File: src/rtl/wb_pkg.sv
package wb_pkg;
   // Mode encodings decoded by the upper-lane selector
   localparam logic [1:0] MODE_MERGE = 2'b00;
   localparam logic [1:0] MODE_CLEAR = 2'b01;
   localparam logic [1:0] MODE_WIDE  = 2'b10;
   localparam logic [1:0] MODE_RSVD  = 2'b11;
endpackage

File: src/rtl/wb_lane_mux.sv
module wb_lane_mux #(
   parameter int WORD_W     = 16,
   parameter int LANE_WORDS = 8
) (
   input  logic [LANE_WORDS-1:0]        sel,
   input  logic [WORD_W*LANE_WORDS-1:0] lane_a,
   input  logic [WORD_W*LANE_WORDS-1:0] lane_b,
   output logic [WORD_W*LANE_WORDS-1:0] lane_y
);
   for (genvar w = 0; w < LANE_WORDS; w++) begin : g_word
      assign lane_y[w*WORD_W +: WORD_W] = sel[w] ? lane_b[w*WORD_W +: WORD_W]
                                                 : lane_a[w*WORD_W +: WORD_W];
   end
endmodule

File: src/rtl/wb_upper_sel.sv
module wb_upper_sel
   import wb_pkg::*;
#(
   parameter int LANE_W = 128
) (
   input  logic [1:0]        mode,
   input  logic [LANE_W-1:0] blended,
   input  logic [LANE_W-1:0] old_val,
   output logic [LANE_W-1:0] lane_out
);
   always_comb begin
      unique case (mode)
         MODE_MERGE: lane_out = old_val;
         MODE_CLEAR: lane_out = '0;
         default:    lane_out = blended;   // wide and reserved
      endcase
   end
endmodule

File: src/rtl/word_blend_stage.sv
module word_blend_stage
   import wb_pkg::*;
#(
   parameter int WORD_W     = 16,
   parameter int LANE_WORDS = 8,
   parameter int LANES      = 2
) (
   input  logic                                clk,
   input  logic                                rst,
   input  logic                                in_valid,
   input  logic [1:0]                          in_mode,
   input  logic [LANE_WORDS-1:0]               in_mask,
   input  logic [WORD_W*LANE_WORDS*LANES-1:0]  in_src_a,
   input  logic [WORD_W*LANE_WORDS*LANES-1:0]  in_src_b,
   output logic                                out_valid,
   output logic [WORD_W*LANE_WORDS*LANES-1:0]  out_result
);
   localparam int LANE_W = WORD_W * LANE_WORDS;
   localparam int DATA_W = LANE_W * LANES;

   if (WORD_W < 1)     begin : g_bad_word  $error("WORD_W must be positive");      end
   if (LANE_WORDS < 1) begin : g_bad_lane  $error("LANE_WORDS must be positive");  end
   if (LANES < 2)      begin : g_bad_lanes $error("LANES must be at least two");   end

   logic [DATA_W-1:0] nxt_result;

   // Lowest lane: always blended
   wb_lane_mux #(.WORD_W(WORD_W), .LANE_WORDS(LANE_WORDS)) u_lane0 (
      .sel    (in_mask),
      .lane_a (in_src_a[LANE_W-1:0]),
      .lane_b (in_src_b[LANE_W-1:0]),
      .lane_y (nxt_result[LANE_W-1:0])
   );

   // Upper lanes: blended, cleared or passed through depending on mode
   for (genvar l = 1; l < LANES; l++) begin : g_upper
      logic [LANE_W-1:0] mixed;
      wb_lane_mux #(.WORD_W(WORD_W), .LANE_WORDS(LANE_WORDS)) u_mix (
         .sel    (in_mask),
         .lane_a (in_src_a[l*LANE_W +: LANE_W]),
         .lane_b (in_src_b[l*LANE_W +: LANE_W]),
         .lane_y (mixed)
      );
      wb_upper_sel #(.LANE_W(LANE_W)) u_sel (
         .mode     (in_mode),
         .blended  (mixed),
         .old_val  (in_src_a[l*LANE_W +: LANE_W]),
         .lane_out (nxt_result[l*LANE_W +: LANE_W])
      );
   end

   always_ff @(posedge clk) begin
      if (rst) begin
         out_valid  <= 1'b0;
         out_result <= '0;
      end else begin
         out_valid <= in_valid;
         if (in_valid) out_result <= nxt_result;
      end
   end
endmodule

File: config.mk
export PLATFORM = sky130hd
export DESIGN_NAME = word_blend_stage
export DESIGN_NICKNAME = d
export VERILOG_FILES = /design/src/rtl/wb_pkg.sv /design/src/rtl/wb_lane_mux.sv /design/src/rtl/wb_upper_sel.sv /design/src/rtl/word_blend_stage.sv
export SDC_FILE = /design/constraint.sdc
export NUM_CORES = 1
export LEC_CHECK = 0
export BUFFER_PORTS_ARGS = -buffer_cell sky130_fd_sc_hd__buf_2
export CORE_AREA = 5 5 302 304
export DETAILED_ROUTE_END_ITERATION = 8
export DIE_AREA = 0 0 307 309
export HOLD_SLACK_MARGIN = 0.08
export PLACE_DENSITY = 0.47
export SETUP_SLACK_MARGIN = 0.1
export SLEW_MARGIN = 20
export SYNTH_ARGS = -nofsm -noshare
export SYNTH_HDL_FRONTEND = slang
export SYNTH_SLANG_ARGS = --single-unit
File: constraint.sdc
create_clock -name clk -period 1.6 [get_ports clk]
set_input_delay 0.08 -clock clk [delete_from_list [all_inputs] [get_ports clk]]
set_output_delay 0.08 -clock clk [all_outputs]
set_load 0.05 [all_outputs]
## Word level (Yosys, flattened, before mapping)

Cells that the tools add are included.

- Bits in registers: 257
- Output and inout port bits: 257
- Input port bits: 525
- Logic and storage cells: 21

- Eq/ne operators: 1
- Reduce and logical (&&, ||, !) cells: 1
- Mux-type cells: 17

Operators with widths:

| operator | count |
|---|---|
| $mux W16 | 16 |
| $pmux W128 S2 | 1 |
| $eq A2 B1 Y1 const B | 1 |
| $logic_not A2 Y1 | 1 |

## Logic depth before layout (Yosys ltp)

Gate-level depths: netlist (run 1).

- Depth after elaboration: 2
- Mapped depth: 5
- Gate-level depth less buffers: 3

## Hierarchy

Synthesis (run 1) repeated with hierarchy kept, for this count alone.

- Cells, all modules: 1273
- Area, all modules: 14600.3 um2

Modules (own cells, without submodules):

| module | area an instance (um2) | cells each | seq. area each (um2) | instances |
|---|---|---|---|---|
| word_blend_stage | 9223.8 | 828 | 5144.9 | 1 |
| wb_lane_mux | 1991.9 | 144 | 0.0 | 2 |
| wb_upper_sel | 1392.6 | 157 | 0.0 | 1 |

## Worst setup path before layout (run 1)

OpenSTA, ideal clock, no wires.

- Path kind: input port to flip-flop
- From: in in_mask[6]
- To: reg out_result[226]
- Setup time: 0.136 ns
- Buffers on the path: 2
- Arrival: 0.887 ns
- Required time: 1.464 ns
- Stages on the path: 5
- Path slack: 0.577 ns
- Path through: buf_4 > buf_6 > mux2_1 > a21oi_1 > a211oi_2

- Word-level cells in the longest chain between the ends: 2

Ends and longest elaborated chain:

| what | RTL line | source |
|---|---|---|
| start, declared | word_blend_stage.sv:12 | `input logic [LANE_WORDS-1:0] in_mask,` |
| $mux W16 | wb_lane_mux.sv:11 | `assign lane_y[w*WORD_W +: WORD_W] = sel[w] ? lane_b[w*WORD_W +: WORD_W]` |
| $pmux W128 S2 | wb_upper_sel.sv:12 | `unique case (mode)` |
| end signal, assigned | word_blend_stage.sv:58 | `if (in_valid) out_result <= nxt_result;` |
| end, declared | word_blend_stage.sv:16 | `output logic [WORD_W*LANE_WORDS*LANES-1:0] out_result` |

No other way between the ends.
A chain may end at the register's enable or synchronous reset.

## Final worst setup path (run 1)

- From: in in_src_a[232]
- To: reg out_result[232]

- Word-level cells in the longest chain between the ends: 2

Ends and longest elaborated chain:

| what | RTL line | source |
|---|---|---|
| start, declared | word_blend_stage.sv:13 | `input logic [WORD_W*LANE_WORDS*LANES-1:0] in_src_a,` |
| $mux W16 | wb_lane_mux.sv:11 |  |
| $pmux W128 S2 (*) | wb_upper_sel.sv:12 |  |

Every way passes the cells marked *; elsewhere a longest branch is shown, timed or not.

==> flow_summary_export.csv, run 1 <==
group,metric,value,unit
floorplan,core.rowCount,109,
worst_setup_path,cp_max_fo,2,
synthesis,yosysSeqAreaShare,37.0,%
worst_hold_path,hold_path.class,"primary input to flop",
drt,drt_pass1_iterations,5,
worst_setup_path,path_common_cell,"dlygate4sd3_1",
worst_setup_path,cpLargestDelayFamily,"buffers and inverters",
worst_setup_path,r2r_start,"out_result[254]",
clock_network,path_clk_slew,60,ps
synthesis,synth_cell_types,21,
sta,hold_viol,0,
power_and_ir_drop,power.density,831,mW/mm²
clock_network,clkSinkCount,257,
layout,instances_no_fill,3901,
floorplan,die_h,309,µm
worst_setup_path,worstPathRequired,2010,ps
worst_setup_path,start_kind,"primary input",
drt,drt-wirelength-per-cell,16.6,µm
synthesis,ys_ff_latch,257,
floorplan,start_util,15.8,%
drt,final_antenna_net_count,0,
sta,worst_pin_slew,651,ps
clock_network,cts_buffers,34,
flow_run,cap_violations,0,
place,port_buffers,781,
clock_network,htree_levels,2,
floorplan,ios,782,
clock_network,cts_tree,"yes",
layout,ff_latch_area,0.00514,mm²
synthesis,synth_nets,1967,
worst_setup_path,path_cells,"dlygate4sd3_1 -> buf_2 -> mux2_1 -> dlygate4sd3_1 -> a21oi_1 -> a211oi_1",
floorplan,core_area,0.0880,mm²
place,gp_congestion,0.787,
sta,rsz0062_at_grt,"false",
layout,areaGrowthSynthToFinish,84.0,%
synthesis,synthesis.area,0.0139,mm²
layout,multiInputGateArea,0.00777,mm²
worst_setup_path,critPathSlowestCell,"dlygate4sd3_1",
run_status,status,"complete, no violations",
sta,max_freq,0.676,GHz
global_routing,grt_first_pass_wirelength,95.9,mm
worst_setup_path,cp-startpoint,"in_src_a[232]",
sta,tns,0,ps
place,place_inst,3310,
drt,drc,0,
sta,fin_skew,0,ps
drt,vias_per_cell,4.04,
layout,num-nets-final,3235,
worst_setup_path,ff2ff_setup_slack,360,ps
clock_network,clkLatencyLatePin,530,ps
layout,final_layout_size_suffix_gt1_share,38.4,%
global_routing,grt_overflow,0,
sta,period_share,92.5,%
global_routing,grt_pass1_vias,16500,
worst_setup_path,reg2regPathDepth,3,
drt,wl,64.9,mm
sta,slew_headroom,56.5,%
power_and_ir_drop,p_leak,11.2,nW
global_routing,grt_max_degree,82,
sta,drv_slew,0,
global_routing,grt_util_all_layers,12.8,%
sta,finalSetupViolCount,0,
floorplan,die-area,0.0949,mm²
drt,num_vias,15800,
floorplan,die_w,307,µm
worst_setup_path,max_stage_delay,560,ps
clock_network,clk_path_buf_depth,3,
worst_setup_path,crit_type,"primary input to flop",
power_and_ir_drop,vdd_ir_drop_max,0.564,mV
sta,finalCriticalPeriod,1480,ps
clock_network,root_buffer,"clkbuf_16",
worst_setup_path,cp.arrival,1890,ps
drt,drtIter0Drc,681,
worst_hold_path,holdPathStages,4,
worst_setup_path,endpoint_kind,"flop",
layout,fillers,9245,
global_routing,grt_antenna_before_repair,4,
synthesis,yosysWarnings,0,
worst_hold_path,holdPathEnd,"out_result[195]",
synthesis,syn_avg_cell_area,9.66,µm²
synthesis,postSynthCellCount,1442,
worst_hold_path,min_from,"in_src_a[195]",
worst_setup_path,path_buf_inv,3,
place,dpl.hpwl,46.1,mm
worst_setup_path,rr_endpoint,"out_result[254]",
-- sequential cells by signal, summed over array words and instances, names as in the netlist --
register and flops:
out_result 256, out_valid 1
-- layout by cell type, fill, tap and decap left out, types with 8 or more instances in the layout --
cell,n
a211oi_1,254
a21oi_1,125
buf_12,23
buf_2,776
buf_4,61
clkbuf_1,10
clkbuf_16,37
clkbuf_8,8
dfxtp_1,257
dlygate4sd3_1,528
mux2_1,102
mux2_2,25
mux2i_1,129
nor2_1,256
nor3b_1,18
nor3b_2,109
-- per-stage QoR --
| step | area (µm²) | worst slack [ps] | total power [mW] | utilization, % | hold slack (ps) |
|---|---|---|---|---|---|
| after floorplan | 13900 | 577 | 10.7 | - | 243 |
| after global placement | 19200 | 314 | 12.5 | 21.8 | 361 |
| after detailed placement | 19200 | 303 | 12.5 | 21.8 | 365 |
| after CTS | 25600 | 135 | 21.6 | 29.1 | 82.2 |
| after global routing | 25600 | 102 | 22.4 | 29.1 | 78.9 |
| final | 25600 | 121 | 21.3 | 29.1 | 79.6 |
-- cell type report --
| type | instances | share of cell area, % |
|---|---|---|
| sequential | 257 | 20.1 |
| clock buffer | 55 | 4.19 |
| tap | 1165 | 5.69 |
| multi-input combinational | 1025 | 30.3 |
| timing repair buffer | 1392 | 39.6 |
| antenna | 3 | 0.0293 |
| clock inverter | 4 | 0.0879 |
-- metal layers --
metal | routed length (µm) | track usage, % | vias to the layer above
met5 | 0 | 0 | -
met4 | 2920 | 5.82 | 0
met2 | 33000 | 23.2 | 533
li1 | - | - | 7845
met3 | 4340 | 3.26 | 126
met1 | 24600 | 14.0 | 7271
-- synth_stat cells --
master,count,share of area (%)
a21oi_1,127,4.6
nor2b_1,1,0.045
dfxtp_1,257,37
buf_1,2,0.054
a211oi_2,1,0.090
buf_4,31,1.7
mux2_2,25,2.0
nand2_1,1,0.027
mux2i_1,129,9.3
clkbuf_1,54,1.5
a211oi_1,254,14
nand3_1,1,0.036
nor3b_1,18,0.97
mux2_1,102,8.2
buf_8,7,0.75
buf_12,1,0.14
a311oi_1,1,0.063
nor2_1,256,6.9
buf_2,45,1.6
nor3b_2,109,9.8
buf_6,20,1.6
-- worst reg2reg max path, cell delays in order, from the launching register on --
cell and delay (ps):
dfxtp_1 320, nor2_1 40, a311oi_1 240, dlygate4sd3_1 580
-- logic make-up after synthesis --
family / after synthesis / synth area share, %
buffers and inverters: 160 / 7.31
DFF: 257 / 37.0
muxes: 256 / 19.5
AOI/OAI and AO/OA: 383 / 18.4
and+or+nand+nor: 386 / 17.8
-- power by group --
part / total [mW] / leakage (nW) / switching, mW / internal (mW)
combinational: 6.54 / 8.50 / 3.69 / 2.85
sequential: 7.13 / 2.13 / 0.253 / 6.88
clock: 7.62 / 0.537 / 3.05 / 4.57
-- worst max path at each step --
stage                      end  slack (ps)  depth (start not counted)
2_1_floorplan  out_result[226]         580                          5
3_3_place_gp   out_result[119]         310                          5
3_5_place_dp   out_result[119]         300                          5
4_1_cts        out_result[169]         140                          1
5_1_grt        out_result[233]         100                          6
6_report       out_result[232]         120                          6
-- repair_timing --
action	in CTS	in global routing
hold endpoints to repair	255	0
cloned	0	0
pin swaps	0	0
gates resized for setup	1	2
setup endpoints to repair	1	2
hold buffers	529	0
buffers inserted	0	0
No activity file was read; power rests on OpenSTA's default activity.
==> run 2, diff against run 1 <==
BUFFER_PORTS_ARGS = default   (was -buffer_cell sky130_fd_sc_hd__buf_2)
CELL_PAD_IN_SITES_DETAIL_PLACEMENT = 1   (was default)
CELL_PAD_IN_SITES_GLOBAL_PLACEMENT = 1   (was default)
DONT_BUFFER_PORTS = 1   (was default)
PLACE_DENSITY = 0.46   (was 0.47)
==> run 2 against run 1 <==
Effect of this change: critical endpoint is now out_result[14]; register-to-register slack worse by 320 ps; global-route usage decreased by 0.83 points; flip-flop and latch count is the same; clock skew unchanged; routed wire length shrank 3.3%; combinational power fell by 25%; clock-buffer cell count grew 1; the run now ends with max-slew violations, negative setup slack left.
==> flow_summary_export.csv, run 2 (synthesis results as in run 1) <==
group,metric,value,unit
drt,num_vias,13200,
drt,drt-wirelength-per-cell,20.3,µm
layout,final_common_cell,"dlygate4sd3_1",
drt,vias_per_cell,4.27,
power_and_ir_drop,p_leak,8.30,nW
sta,setup_ws,-747,ps
layout,utilization,23.7,%
layout,final_layout_size_suffix_gt1_share,24.2,%
sta,period_share,147,%
sta,worst_pin_slew,2650,ps
flow_run,cap_violations,0,
sta,drv_slew,299,
worst_setup_path,endpoint_kind,"flop",
global_routing,grt_overflow,0,
sta,finalSetupViolCount,102,
clock_network,clkLatencyLatePin,530,ps
worst_setup_path,reg2regPathDepth,3,
drt,wl,62.8,mm
place,gp_congestion,0.766,
power_and_ir_drop,swShare,30.2,%
floorplan,core.rowCount,109,
floorplan,core_area,0.0880,mm²
global_routing,grt_pass1_vias,14000,
floorplan,ios,782,
layout,instances_no_fill,3092,
worst_setup_path,cp_max_fo,480,
floorplan,die-area,0.0949,mm²
worst_setup_path,worstPathRequired,2020,ps
place,port_buffers,0,
layout,num-nets-final,2417,
sta,tns,-50690,ps
sta,finalCriticalPeriod,2350,ps
power_and_ir_drop,clkPwrFrac,41.0,%
place,dp_slack,645,ps
power_and_ir_drop,power.density,973,mW/mm²
global_routing,grt_antenna_before_repair,12,
drt,drc,0,
power_and_ir_drop,total_power,20.3,mW
layout,final_cell_mix,"dlygate4sd3_1 (314), dfxtp_1 (257), nor2_1 (256)",
layout,areaGrowthSynthToFinish,49.9,%
layout,fin_area,0.0209,mm²
sta,hold_viol,0,
drt,drt_pass1_iterations,7,
sta,max_freq,0.426,GHz
global_routing,grt_util_all_layers,11.9,%
drt,final_antenna_net_count,0,
clock_network,cts_buffers,35,
worst_setup_path,cp.arrival,2760,ps
sta,fin_skew,0,ps
power_and_ir_drop,seqPwrFrac,34.9,%
worst_setup_path,start_kind,"primary input",
clock_network,cts_tree,"yes",
floorplan,die_w,307,µm
clock_network,htree_levels,2,
sta,slew_headroom,-76.4,%
layout,reg_top3,"out_result x256, out_valid x1",
floorplan,start_util,15.8,%
layout,regMostFlops,"out_result",
worst_setup_path,crit_type,"primary input to flop",
place,place_inst,2703,
power_and_ir_drop,p_comb_share,24.1,%
worst_hold_path,holdPathStages,2,
global_routing,grt_first_pass_wirelength,88.1,mm
layout,fillers,10200,
floorplan,die_h,309,µm
power_and_ir_drop,p_sw,6.13,mW
run_status,violations,"max-slew violations, negative setup slack",
clock_network,path_clk_slew,60,ps
place,placed_area,0.0163,mm²
run_status,status,"complete, but fails checks",
clock_network,clkSinkCount,257,
drt,drtIter0Drc,660,
global_routing,grt_max_degree,514,
sta,hold_ws,25.9,ps
sta,rsz0062_at_grt,"true",
clock_network,clk_path_buf_depth,3,
power_and_ir_drop,vdd_ir_drop_max,0.551,mV
place,dpl.hpwl,41.6,mm
clock_network,root_buffer,"clkbuf_16",
power_and_ir_drop,internal_power,14.2,mW
worst_hold_path,hold_path.class,"primary input to flop",
layout,largest_register_ffs,256,
-- run 2: changes by cell type in the layout (fill, tap and decap cells not counted), sizes merged --
cell,previous run,this run
dlygate4sd3,528,314
clkinv,3,5
buf,864,259
bufinv,0,2
clkinvlp,1,0
clkbuf,55,56
diode,3,9
-- run 2: layer usage --
layer	GRT usage (%)	share of wire (%)	vias up
met5	0	0.021	-
met4	4.18	3.1	2
met3	4.25	8.4	99
met2	22.4	53	516
met1	12.3	35	6385
li1	-	-	6191
-- run 2: worst paths after layout --
kind                   startpoint              end  slack (ps)
hold reg to reg    out_result[60]   out_result[60]         490
setup reg to reg  out_result[160]  out_result[160]          40
setup / recovery         in_valid   out_result[14]        -750
hold / removal                rst   out_result[29]          30
-- run 2: critical path: stages --
cell and delay [ps]:
nor2_1 680, a211oi_2 80, dlygate4sd3_1 680
-- run 2: cell type report --
type | count | area [µm²] | share of cell area [%]
multi-input combinational | 1025 | 7830 | 37.5
timing repair buffer | 573 | 5190 | 24.9
sequential | 257 | 5140 | 24.7
tap | 1165 | 1460 | 6.99
clock buffer | 56 | 1140 | 5.45
clock inverter | 7 | 88.8 | 0.426
antenna | 9 | 22.5 | 0.108
-- run 2: power groups by stage --
stage          Sequential (mW)  Combinational [mW]  Clock, mW
2_1_floorplan             8.87                1.84          0
3_3_place_gp              7.20                3.97          0
3_5_place_dp              7.21                4.01          0
4_1_cts                   7.07                4.82       8.70
5_1_grt                   7.12                5.17       8.94
6_report                  7.08                4.90       8.32
-- run 2: repair_timing --
action,4_1_cts,5_1_grt
setup buffers,0,0
resized for setup,0,28
endpoints found under the setup margin,0,35
hold endpoints to repair,257,53
hold buffers,318,3
==> run 3, diff against run 2 <==
ABC_AREA = 1   (was default)
CORE_AREA = 5 5 301 303   (was 5 5 302 304)
DIE_AREA = 0 0 306 308   (was 0 0 307 309)
PLACE_DENSITY = 0.48   (was 0.46)
RECOVER_POWER = 100   (was default)
==> run 3 against run 2 <==
Effect of this change: the flow now stops in clock tree synthesis (4_1_cts); synthesized cell count increased by 37%; synthesized area decreased by 1.3%.
==> flow_summary_export.csv, run 3 <==
group,metric,value,unit
place,dp_slack,370,ps
synthesis,yosysSeqAreaShare,37.4,%
clock_network,clkSinkCount,257,
floorplan,die_w,306,µm
place,place_inst,3259,
clock_network,htree_levels,2,
floorplan,die_h,308,µm
floorplan,core.rowCount,109,
clock_network,cts_resized,0,
clock_network,ctsHoldBuffers,665,
clock_network,clk_path_buf_depth,3,
synthesis,synth_enable_flop_cells,0,
place,port_buffers,0,
floorplan,start_util,15.7,%
synthesis,postSynthCellCount,1973,
synthesis,yosysWarnings,0,
synthesis,syn_avg_cell_area,6.96,µm²
synthesis,synth_nets,2498,
clock_network,cts_setup_buffers,0,
place,gp_congestion,0.865,
run_status,stop_stage,"clock tree synthesis (4_1_cts)",
synthesis,synthesis.area,0.0137,mm²
synthesis,ys_ff_latch,257,
clock_network,root_buffer,"clkbuf_16",
synthesis,synth_cell_types,16,
clock_network,cts_buffers,36,
synthesis,yosysMostFrequentCell,"nand2_1",
synthesis,yosys.area.top_type,"dfxtp_1",
synthesis,synth_top_area_share,37.4,%
synthesis,synthTopCellsByCount,"nand2_1 (384), a21oi_1 (312), dfxtp_1 (257)",
synthesis,ys.flop_type,"dfxtp_1",
run_status,status,"did not finish",
floorplan,ios,782,
synthesis,ys_async_sr_fraction,0,%
place,dpl.hpwl,49.4,mm
run_status,stop_error,"[ERROR RSZ-0060] Max buffer count reached.",
synthesis,synth.area.top_cells,"dfxtp_1 (37%), a21oi_2 (13%), a21oi_1 (11%)",
[run 3: logic make-up after synthesis]
logic type / share of synthesized area [%]
AO/OA/AOI/OAI: 33.4
AND/OR/NAND/NOR: 15.2
buffers and inverters: 13.9
flip-flops: 37.4
[run 3: through the flow]
step	area [µm²]	hold WS [ps]
after floorplan	13700	152
after global placement	16700	158
after detailed placement	16700	161
==> run 4, diff against run 3 <==
CELL_PAD_IN_SITES_DETAIL_PLACEMENT = default   (was 1)
CELL_PAD_IN_SITES_GLOBAL_PLACEMENT = default   (was 1)
CORE_AREA = 5 5 304 306   (was 5 5 301 303)
DIE_AREA = 0 0 309 311   (was 0 0 306 308)
HOLD_SLACK_MARGIN = default   (was 0.08)
PLACE_DENSITY = default   (was 0.48)
PLACE_DENSITY_LB_ADDON = 0.15   (was default)
SETUP_SLACK_MARGIN = default   (was 0.1)
==> run 4 against run 3 <==
Effect of this change: the flow again stops in clock tree synthesis (4_1_cts); synthesized area stayed put; synthesized cell count did not move.
==> flow_summary_export.csv, run 4 <==
group,metric,value,unit
clock_network,clk_path_buf_depth,3,
synthesis,synthTopCellsByCount,"nand2_1 (384), a21oi_1 (312), dfxtp_1 (257)",
synthesis,yosysWarnings,0,
synthesis,syn_avg_cell_area,6.96,µm²
synthesis,ys_ff_latch,257,
clock_network,cts_resized,0,
place,gp_congestion,0.837,
synthesis,synth_nets,2498,
floorplan,core.rowCount,110,
clock_network,root_buffer,"clkbuf_16",
synthesis,yosysSeqAreaShare,37.4,%
place,dpl.hpwl,48.9,mm
synthesis,synth_enable_flop_cells,0,
synthesis,ys_async_sr_fraction,0,%
floorplan,die_w,309,µm
synthesis,synth.area.top_cells,"dfxtp_1 (37%), a21oi_2 (13%), a21oi_1 (11%)",
run_status,stop_error,"[ERROR RSZ-0060] Max buffer count reached.",
place,port_buffers,0,
synthesis,yosys.area.top_type,"dfxtp_1",
clock_network,clkSinkCount,257,
synthesis,yosysMostFrequentCell,"nand2_1",
synthesis,ys.flop_type,"dfxtp_1",
clock_network,ctsHoldBuffers,669,
run_status,stop_stage,"clock tree synthesis (4_1_cts)",
clock_network,cts_setup_buffers,0,
clock_network,htree_levels,2,
floorplan,ios,782,
synthesis,postSynthCellCount,1973,
clock_network,cts_buffers,37,
run_status,status,"did not finish",
synthesis,synth_cell_types,16,
synthesis,synthesis.area,0.0137,mm²
floorplan,die_h,311,µm
synthesis,synth_top_area_share,37.4,%
floorplan,start_util,15.4,%
## run 4: cell counts after synthesis
Identical to the previous run, type by type.
## run 4: stage by stage
step / cells / worst slack (ps) / instance area (µm²) / hold WS, ps / utilization [%]
floorplan: 1973 / 691 / 13700 / 152 / -
global placement: 3267 / 442 / 16700 / 157 / 18.7
detailed placement: 3267 / 448 / 16700 / 168 / 18.7
## run 4: cells by family after synthesis
kind of cell,Yosys count,share of synthesized area (%)
buffers and inverters,434,13.9
AND/OR/NAND/NOR,514,15.2
flip-flops,257,37.4
AO/OA/AOI/OAI,768,33.4
